<file path="config.mk">
export PLATFORM = sky130hd
export DESIGN_NAME = pairload_monitor
export DESIGN_NICKNAME = d
export VERILOG_FILES = /design/src/rtl/pairload_pkg.sv /design/src/rtl/pairload_align_chk.sv /design/src/rtl/pairload_lane_extract.sv /design/src/rtl/pairload_snoop_match.sv /design/src/rtl/pairload_monitor.sv
export SDC_FILE = /design/constraint.sdc
export NUM_CORES = 1
export LEC_CHECK = 0
export ABC_AREA = 1
export CAP_MARGIN = 20
export CELL_PAD_IN_SITES_DETAIL_PLACEMENT = 2
export CELL_PAD_IN_SITES_GLOBAL_PLACEMENT = 2
export CORE_UTILIZATION = 27
export CTS_CLUSTER_DIAMETER = 80
export CTS_CLUSTER_SIZE = 28
export DETAILED_ROUTE_END_ITERATION = 7
export PLACE_DENSITY = 0.92
export REMOVE_ABC_BUFFERS = 1
export SLEW_MARGIN = 20
export SYNTH_ARGS = -nofsm -noshare
export SYNTH_HDL_FRONTEND = slang
export SYNTH_SLANG_ARGS = --single-unit
</file>
<file path="constraint.sdc">
create_clock -name clk -period 4 [get_ports clk]
set_clock_uncertainty 0.15 [all_clocks]
set_input_delay 0.8 -clock clk [delete_from_list [all_inputs] [get_ports clk]]
set_output_delay 0.8 -clock clk [all_outputs]
set_load 0.02 [all_outputs]
</file>
<file path="src/rtl/pairload_pkg.sv">
package pairload_pkg;

    typedef enum logic [2:0] {
        ST_IDLE,
        ST_RD0_REQ,
        ST_RD0_WAIT,
        ST_RD1_REQ,
        ST_RD1_WAIT,
        ST_DONE,
        ST_FAULT
    } pl_state_e;

    localparam int SIZE_W = 2;
    localparam int NUM_SRC = 2;

    localparam logic [1:0] CC_ATOMIC = 2'd0;
    localparam logic [1:0] CC_TORN   = 2'd3;

endpackage

</file>
<file path="src/rtl/pairload_align_chk.sv">
module pairload_align_chk #(
    parameter int OFF_W = 3
) (
    input  logic [OFF_W-1:0]                 off,
    input  logic [pairload_pkg::SIZE_W-1:0]  size,
    output logic                             misaligned
);
    logic [OFF_W-1:0] low_mask;
    logic             too_big;

    always_comb begin
        for (int i = 0; i < OFF_W; i++) begin
            low_mask[i] = (i < int'(size));
        end
        too_big    = (int'(size) > OFF_W);
        misaligned = (|(off & low_mask)) || too_big;
    end
endmodule

</file>
<file path="src/rtl/pairload_lane_extract.sv">
module pairload_lane_extract #(
    parameter int WORD_BYTES = 8,
    localparam int DATA_W = 8 * WORD_BYTES,
    localparam int OFF_W  = $clog2(WORD_BYTES)
) (
    input  logic [DATA_W-1:0]                word,
    input  logic [OFF_W-1:0]                 off,
    input  logic [pairload_pkg::SIZE_W-1:0]  size,
    output logic [DATA_W-1:0]                value
);
    logic [DATA_W-1:0] shifted;
    int unsigned       nbytes;

    always_comb begin
        shifted = word >> {off, 3'b000};
        nbytes  = 32'd1 << size;
        for (int b = 0; b < WORD_BYTES; b++) begin
            value[b*8 +: 8] = (b < int'(nbytes)) ? shifted[b*8 +: 8] : 8'h00;
        end
    end
endmodule

</file>
<file path="src/rtl/pairload_snoop_match.sv">
module pairload_snoop_match #(
    parameter int WIDX_W = 13
) (
    input  logic              st_valid,
    input  logic [WIDX_W-1:0] st_word,
    input  logic [WIDX_W-1:0] word_a,
    input  logic [WIDX_W-1:0] word_b,
    output logic              hit
);
    always_comb begin
        hit = st_valid && ((st_word == word_a) || (st_word == word_b));
    end
endmodule

</file>
<file path="src/rtl/pairload_monitor.sv">
module pairload_monitor #(
    parameter int ADDR_W     = 16,
    parameter int WORD_BYTES = 8,
    localparam int DATA_W = 8 * WORD_BYTES,
    localparam int OFF_W  = $clog2(WORD_BYTES),
    localparam int WIDX_W = ADDR_W - OFF_W
) (
    input  logic                                clk,
    input  logic                                rst_n,
    input  logic                                req_valid,
    output logic                                req_ready,
    input  logic [ADDR_W-1:0]                   req_addr_even,
    input  logic [pairload_pkg::SIZE_W-1:0]     req_size_even,
    input  logic [ADDR_W-1:0]                   req_addr_odd,
    input  logic [pairload_pkg::SIZE_W-1:0]     req_size_odd,
    output logic                                mem_req_valid,
    input  logic                                mem_req_ready,
    output logic [ADDR_W-1:0]                   mem_req_addr,
    input  logic                                mem_rsp_valid,
    input  logic [DATA_W-1:0]                   mem_rsp_data,
    input  logic                                cpu_st_valid,
    input  logic [WIDX_W-1:0]                   cpu_st_word,
    input  logic                                io_st_valid,
    input  logic [WIDX_W-1:0]                   io_st_word,
    output logic                                done,
    output logic                                spec_err,
    output logic [1:0]                          cc,
    output logic [DATA_W-1:0]                   res_even,
    output logic [DATA_W-1:0]                   res_odd
);
    import pairload_pkg::*;

    pl_state_e state_q, state_d;

    logic [ADDR_W-1:0] addr0_q, addr1_q;
    logic [SIZE_W-1:0] size0_q, size1_q;
    logic              torn_q;
    logic [DATA_W-1:0] res0_q, res1_q;

    logic              accept;
    logic              mis0, mis1;
    logic              in_window;
    logic [DATA_W-1:0] lane0, lane1;

    logic [NUM_SRC-1:0] src_valid;
    logic [WIDX_W-1:0]  src_word [NUM_SRC];
    logic [NUM_SRC-1:0] src_hit;

    // Alignment is judged on the request as presented.
    pairload_align_chk #(.OFF_W(OFF_W)) u_align_even (
        .off        (req_addr_even[OFF_W-1:0]),
        .size       (req_size_even),
        .misaligned (mis0)
    );

    pairload_align_chk #(.OFF_W(OFF_W)) u_align_odd (
        .off        (req_addr_odd[OFF_W-1:0]),
        .size       (req_size_odd),
        .misaligned (mis1)
    );

    // Lane selection from the returned word for each operand.
    pairload_lane_extract #(.WORD_BYTES(WORD_BYTES)) u_lane_even (
        .word  (mem_rsp_data),
        .off   (addr0_q[OFF_W-1:0]),
        .size  (size0_q),
        .value (lane0)
    );

    pairload_lane_extract #(.WORD_BYTES(WORD_BYTES)) u_lane_odd (
        .word  (mem_rsp_data),
        .off   (addr1_q[OFF_W-1:0]),
        .size  (size1_q),
        .value (lane1)
    );

    // One matcher per store-observation source.
    assign src_valid   = {io_st_valid, cpu_st_valid};
    assign src_word[0] = cpu_st_word;
    assign src_word[1] = io_st_word;

    for (genvar s = 0; s < NUM_SRC; s++) begin : g_snoop
        pairload_snoop_match #(.WIDX_W(WIDX_W)) u_match (
            .st_valid (src_valid[s]),
            .st_word  (src_word[s]),
            .word_a   (addr0_q[ADDR_W-1:OFF_W]),
            .word_b   (addr1_q[ADDR_W-1:OFF_W]),
            .hit      (src_hit[s])
        );
    end

    assign accept = (state_q == ST_IDLE) && req_valid;

    always_comb begin
        in_window = 1'b0;
        unique case (state_q)
            ST_RD0_REQ:  in_window = mem_req_ready;
            ST_RD0_WAIT: in_window = 1'b1;
            ST_RD1_REQ:  in_window = 1'b1;
            ST_RD1_WAIT: in_window = 1'b1;
            default:     in_window = 1'b0;
        endcase
    end

    // Next-state logic.
    always_comb begin
        state_d = state_q;
        unique case (state_q)
            ST_IDLE: begin
                if (req_valid) begin
                    state_d = (mis0 || mis1) ? ST_FAULT : ST_RD0_REQ;
                end
            end
            ST_RD0_REQ: begin
                if (mem_req_ready) state_d = ST_RD0_WAIT;
            end
            ST_RD0_WAIT: begin
                if (mem_rsp_valid) state_d = ST_RD1_REQ;
            end
            ST_RD1_REQ: begin
                if (mem_req_ready) state_d = ST_RD1_WAIT;
            end
            ST_RD1_WAIT: begin
                if (mem_rsp_valid) state_d = ST_DONE;
            end
            ST_DONE:  state_d = ST_IDLE;
            ST_FAULT: state_d = ST_IDLE;
            default:  state_d = ST_IDLE;
        endcase
    end

    // State register.
    always_ff @(posedge clk) begin
        if (!rst_n) state_q <= ST_IDLE;
        else        state_q <= state_d;
    end

    // Operand capture, torn flag and result registers.
    always_ff @(posedge clk) begin
        if (!rst_n) begin
            addr0_q <= '0;
            addr1_q <= '0;
            size0_q <= '0;
            size1_q <= '0;
            torn_q  <= 1'b0;
            res0_q  <= '0;
            res1_q  <= '0;
        end else begin
            if (accept) begin
                addr0_q <= req_addr_even;
                addr1_q <= req_addr_odd;
                size0_q <= req_size_even;
                size1_q <= req_size_odd;
                torn_q  <= 1'b0;
                res0_q  <= '0;
                res1_q  <= '0;
            end else begin
                if (in_window && (|src_hit)) torn_q <= 1'b1;
                if ((state_q == ST_RD0_WAIT) && mem_rsp_valid) res0_q <= lane0;
                if ((state_q == ST_RD1_WAIT) && mem_rsp_valid) res1_q <= lane1;
            end
        end
    end

    // Outputs.
    always_comb begin
        req_ready     = 1'b0;
        mem_req_valid = 1'b0;
        mem_req_addr  = {addr0_q[ADDR_W-1:OFF_W], {OFF_W{1'b0}}};
        done          = 1'b0;
        spec_err      = 1'b0;
        cc            = CC_ATOMIC;
        unique case (state_q)
            ST_IDLE:     req_ready = 1'b1;
            ST_RD0_REQ:  mem_req_valid = 1'b1;
            ST_RD0_WAIT: ;
            ST_RD1_REQ: begin
                mem_req_valid = 1'b1;
                mem_req_addr  = {addr1_q[ADDR_W-1:OFF_W], {OFF_W{1'b0}}};
            end
            ST_RD1_WAIT: ;
            ST_DONE: begin
                done = 1'b1;
                cc   = torn_q ? CC_TORN : CC_ATOMIC;
            end
            ST_FAULT: begin
                done     = 1'b1;
                spec_err = 1'b1;
            end
            default: ;
        endcase
        res_even = res0_q;
        res_odd  = res1_q;
    end
endmodule

</file>
Word level (Yosys, flattened, before mapping)
Index checks and enable logic that the tools add are counted.

word-level totals
  flip-flop bits (word level) = 168
  bits of input ports = 133
  word-level logic and storage cells = 101

operators by class
  order comparisons = 22
  equality and inequality tests = 15
  shifts and indexed selects = 4
  muxes and demuxes = 31
  bitwise operators = 3
  reduce and logical (&&, ||, !) cells = 18

operators by type and width
  cell                  count
  $lt 4x32->1 const A   8
  $lt 3x32->1 const A   4
  $mux 8                16
  $shr 64x6->64         2
  $lt 1x32->1 const A   2
  $lt 2x32->1 const A   2
  $shl 1x2->32 const A  2
  $eq 13x13->1          4
  $mux 3                6
  $mux 16               1
  $pmux 3 s5            1
  $ne 2x2->1 const B    5
  $eq 3x3->1 const B    3
  $reduce_or 3->1       3
  $lt 1x2->1 const A    4
  $reduce_or 2->1       4
  $and 3x3->3           2
  $eq 3x2->1 const B    2
  $logic_and 1x1->1     6
  $reduce_and 5->1      1
  $lt 2x2->1 const A    2
  $mux 1                4
  $mux 2                2
  $eq 3x1->1 const B    1
  other kinds (4)       6

Depth between registers and ports, before layout
  depth after elaboration = 7
  depth in mapped cells = 12
  mapped depth without buffers = 12

Hierarchy
From an unflattened synthesis, not the netlist that was laid out.

unflattened totals
  cell total of the unflattened synthesis = 2,049
  area total of the unflattened synthesis = 11,780.0 µm²

by module, submodules not included
  module                 times used  cells an instance  area each (µm²)  seq. area each (µm²)
  pairload_monitor       1           817                6,377.4          3,363.2
  pairload_lane_extract  2           491                2,178.3          0.0
  pairload_snoop_match   2           119                499.2            0.0
  pairload_align_chk     2           6                  23.8             0.0

Least setup slack after synthesis
OpenSTA, ideal clock, no wires.

  kind = register to output
  start = register state_q[2]
  end = output port cc[1]
  arrival time = 1.526 ns
  path slack = 1.524 ns
  cell stages (with the launch flop) = 4
  buffers on the path = 1
  cell sequence = dfxtp_1 > inv_2 > nor4_1 > buf_4

on the way
  word-level cells in the longest chain between the ends = 2

RTL lines
  item                      line                     RTL
  start: declaration        pairload_monitor.sv:33   pl_state_e state_q, state_d;
  start signal: assignment  pairload_monitor.sv:135  else state_q <= state_d;
  $eq 3x3->1                pairload_monitor.sv:173  unique case (state_q)
  $mux 2                    pairload_monitor.sv:173
  end: declaration          pairload_monitor.sv:27   output logic [1:0] cc,

No other way between the ends.

Final worst setup path
  start = register state_q[1]
  end = output port mem_req_addr[12]

on the way
  word-level cells in the longest chain between the ends = 2

RTL lines
  item              line                     RTL
  $eq 3x2->1        pairload_monitor.sv:173
  $mux 16           pairload_monitor.sv:173
  end: declaration  pairload_monitor.sv:18   output logic [ADDR_W-1:0] mem_req_addr,

No other way between the ends.

==> metrics.md <==
| Metric | Value |
|---|---|
| Register area | `0.00337 sq mm` |
| R2R Path Start | `state_q[2]` |
| # fillers | `around 4300` |
| Most frequent cells after synthesis | `514 x nand2_1, 191 x o21ai_0, 178 x a21oi_1` |
| Die Area | `0.0376 sq mm` |
| Data arrival time of the critical path | `about 2.8 ns` |
| Number of synthesized register bits | `between 150 and 200` |
| Crit-path max cell delay | `roughly 0.7 ns` |
| Clk pwr share | `0.261` |
| Slew @ Worst Pin | `1.09 ns` |
| Worst r2r path cells | `8` |
| Final nets | `roughly 1900` |
| Avg Cell Area, Syn | `between 6 and 7 sq um` |
| Post-layout min period | `3.71 ns` |
| DRC | `0` |
| DR vias/cell | `~5.3` |
| Worst Path Required | `slightly above 3 ns` |
| Count of different cell masters after synthesis | `38` |
| Net Sw Frac | `0.461` |
| Top cells by area, synth | `dfxtp_1 34%, nand2_1 19%, o21ai_0 9.6%` |
| Crit Path Class | `reg -> out` |
| Cell taking the most area after synthesis | `dfxtp_1` |
| Worst-skew pair later-pin latency | `0.46 ns` |
| Post-CTS setup buffer count | `0` |
| Max Clock Freq | `roughly 0.27 GHz` |
| Initial Util | `0.277` |
| Pleak | `a little over 5 nW` |
| Fin Setup TNS | `0 ns` |
| Startpoint types | `flop` |
| R2R Setup Slk | `between 1 and 1.5 ns` |
| Sequential area share after synthesis | `0.338` |
| EDFF count, synth | `0` |
| Chip Height | `approximately 190 um` |
| Port Buffers | `around 280` |
| Largest net degree at the start of global routing | `slightly below 100` |
| Worst setup EP type | `output pin` |
| Area Growth Syn to Fin | `37.1%` |
| Drt wl/cell | `22.2 um` |
| Max-slew violations | `0` |
| Maxcap violations | `0` |
| Initial antenna violation count | `9` |
| Largest fanout on the critical path | `24` |
| Layout cells sized above 1 | `0.0439` |
| Core box area | `about 0.036 sq mm` |
| I/O pin total | `between 200 and 300` |
| Internal power | `around 4 mW` |
| Critical path origin | `state_q[1]` |
| Seq pwr share | `0.281` |
| Crit-path cells | `nand2_1, inv_1, nand2_2, o21ai_0, clkdlybuf4s50_1` |
| Vias in the first global route | `around 13000` |
| Synth Flop Type | `dfxtp_1` |
| DRT Pass-1 Iters | `5` |
| CTS max path bufs | `2` |
| Drt initial violations | `between 600 and 700` |
| Cells after Synth | `between 1500 and 2000` |
| Top-area cell type share of the netlist area | `0.338` |
| Final hold violations | `0` |
| # setup viols final | `0` |
| CTS Sinks | `about 170` |
| DP Wirelength | `36600 um` |
| TritonCTS clock tree | `built` |
| Finished Cell Area | `approximately 0.014 sq mm` |
| Final wirelength | `around 50000 um` |
| Syn. warnings | `0` |
| X dimension of the die | `roughly 190 um` |
| Worst Setup EP | `mem_req_addr[12]` |
| Power per cell area | `534 mW/mm^2` |
| Worst flop-to-flop path endpoint | `res_even[51]` |
| Period utilization | `0.927` |
| Rows | `about 70` |
| RSZ-0062 raised after global routing | `false` |
| First-pass GRT wire length | `roughly 76000 um` |
| Clock slew at reported path FFs | `0.07 ns` |
| Highest-delay cell along the critical path | `clkdlybuf4s50_1` |
| Clk root buf | `clkbuf_16` |
| Cell Area, Placed | `0.0129 sq mm` |
| Sw Pwr | `~3.4 mW` |
| Grt ovf | `0` |
| # H-tree levels | `4` |
| CTS Buf Count | `17` |
| Comb power frac | `0.459` |
| GRT Overall Usage | `0.264` |
| Relative slew margins | `0.276` |
| Final Wtd Congestion | `a little under 0.9` |
| Run status | `completed` |
| Peak supply drop | `roughly 0.00042 V` |
| Vias | `12000` |
| Multi-input gate area | `around 0.0056 sq mm` |
| Cell with the most instances after synthesis | `nand2_1` |
| Share of async-settable or async-resettable flops after synthesis | `0` |
| HP Class | `reg -> reg` |
| Hold path depth | `2` |
| Post-Syn Area | `0.00994 sq mm` |
| Post-DRT Antenna Nets | `0` |
## metal layers
layer,track usage,share of wire,vias to the layer above
met4,0.0991,0.028,10
li1,-,-,5653
met2,0.480,0.51,347
met1,0.297,0.40,5941
met5,0,0.0013,-
met3,0.0631,0.058,91
## layout make-up
cell class / instances / share of cell area
antenna: 5 / 0.000918
multi-input combinational: 1165 / 0.408
sequential: 168 / 0.247
clock inverter: 15 / 0.0158
inverter: 137 / 0.0379
tap: 461 / 0.0423
timing repair buffer: 298 / 0.217
clock buffer: 17 / 0.0312
## how the worst min path moves through the flow
stage                  endpoint   startpoint
floorplan                torn_q       torn_q
global placement    res_odd[36]  res_odd[36]
detailed placement  res_odd[54]  res_odd[54]
CTS                 res_odd[54]  res_odd[54]
global route        res_odd[49]  res_odd[49]
finish              res_odd[20]  res_odd[20]
## registers in the layout, indices dropped and copies added (netlist names)
register / flops
res_odd: 64
size0_q: 2
state_q: 3
addr1_q: 16
res_even: 64
torn_q: 1
size1_q: 2
addr0_q: 16
## logic make-up (layout without fill, tap and decap cells)
logic type | after synthesis | in the layout | share of synthesized area
mux | 8 | 8 | 0.00805
xor+xnor | 4 | 4 | 0.00352
buf+inv | 255 | 467 | 0.104
compound gates | 488 | 488 | 0.278
simple gates | 662 | 662 | 0.268
other cells | 1 | 8 | 0.000377
flops | 168 | 168 | 0.338
## metrics by stage
stage                     hold WS, ns  power [mW]  cells  utilization  worst slack [ns]
after global routing            0.342        7.68   2261        0.379             0.183
after global placement          0.303        5.11   2228        0.360             0.813
final                           0.317        7.28   2266        0.379             0.291
after CTS                       0.321        7.26   2260        0.378             0.358
after detailed placement        0.312        5.28   2228        0.360             0.713
after floorplan                 0.286        3.98   1470            -             0.294
## power groups by stage
| stage | clock [mW] | combinational, mW | sequential (mW) |
|---|---|---|---|
| 4_1_cts | 1.92 | 3.30 | 2.04 |
| 2_1_floorplan | 0 | 1.72 | 2.25 |
| 5_1_grt | 1.98 | 3.64 | 2.06 |
| 3_3_place_gp | 0 | 3.07 | 2.04 |
| 3_5_place_dp | 0 | 3.21 | 2.06 |
| 6_report | 1.90 | 3.34 | 2.04 |
## worst max-delay path: cells and delay by family, from the launching register on
family / cells / cell delay [ns]
and+or+nand+nor: 2 / 0.47
DFF: 1 / 0.50
AOI/OAI and AO/OA: 1 / 0.51
buffers and inverters: 2 / 0.82
## layout by cell type (no fill, tap or decap), drive strengths merged
cell           instances
o221ai                 8
or2                    4
nor4                   2
o21ai                192
bufinv                 4
o21bai                 1
nand4                  6
o2111ai                1
a32oi                  8
clkinv                 4
dfxtp                168
diode                  5
a21oi                179
clkdlybuf4s50        279
inv                  142
xnor2                  4
clkinvlp               2
o21a                   2
nand3                 33
nor2                  81
clkbuf                17
buf                   19
o211ai                81
nor3                  17
nand3b                 1
conb                   3
nand2                518
o31ai                  2
mux2i                  8
a211oi                14
## what timing repair did
item	CTS	global route
endpoints found under the setup margin	1	0
resized for setup	1	0
endpoints found under the hold margin	0	0
hold buffers	0	0
Power figures use the tool's default switching activity.
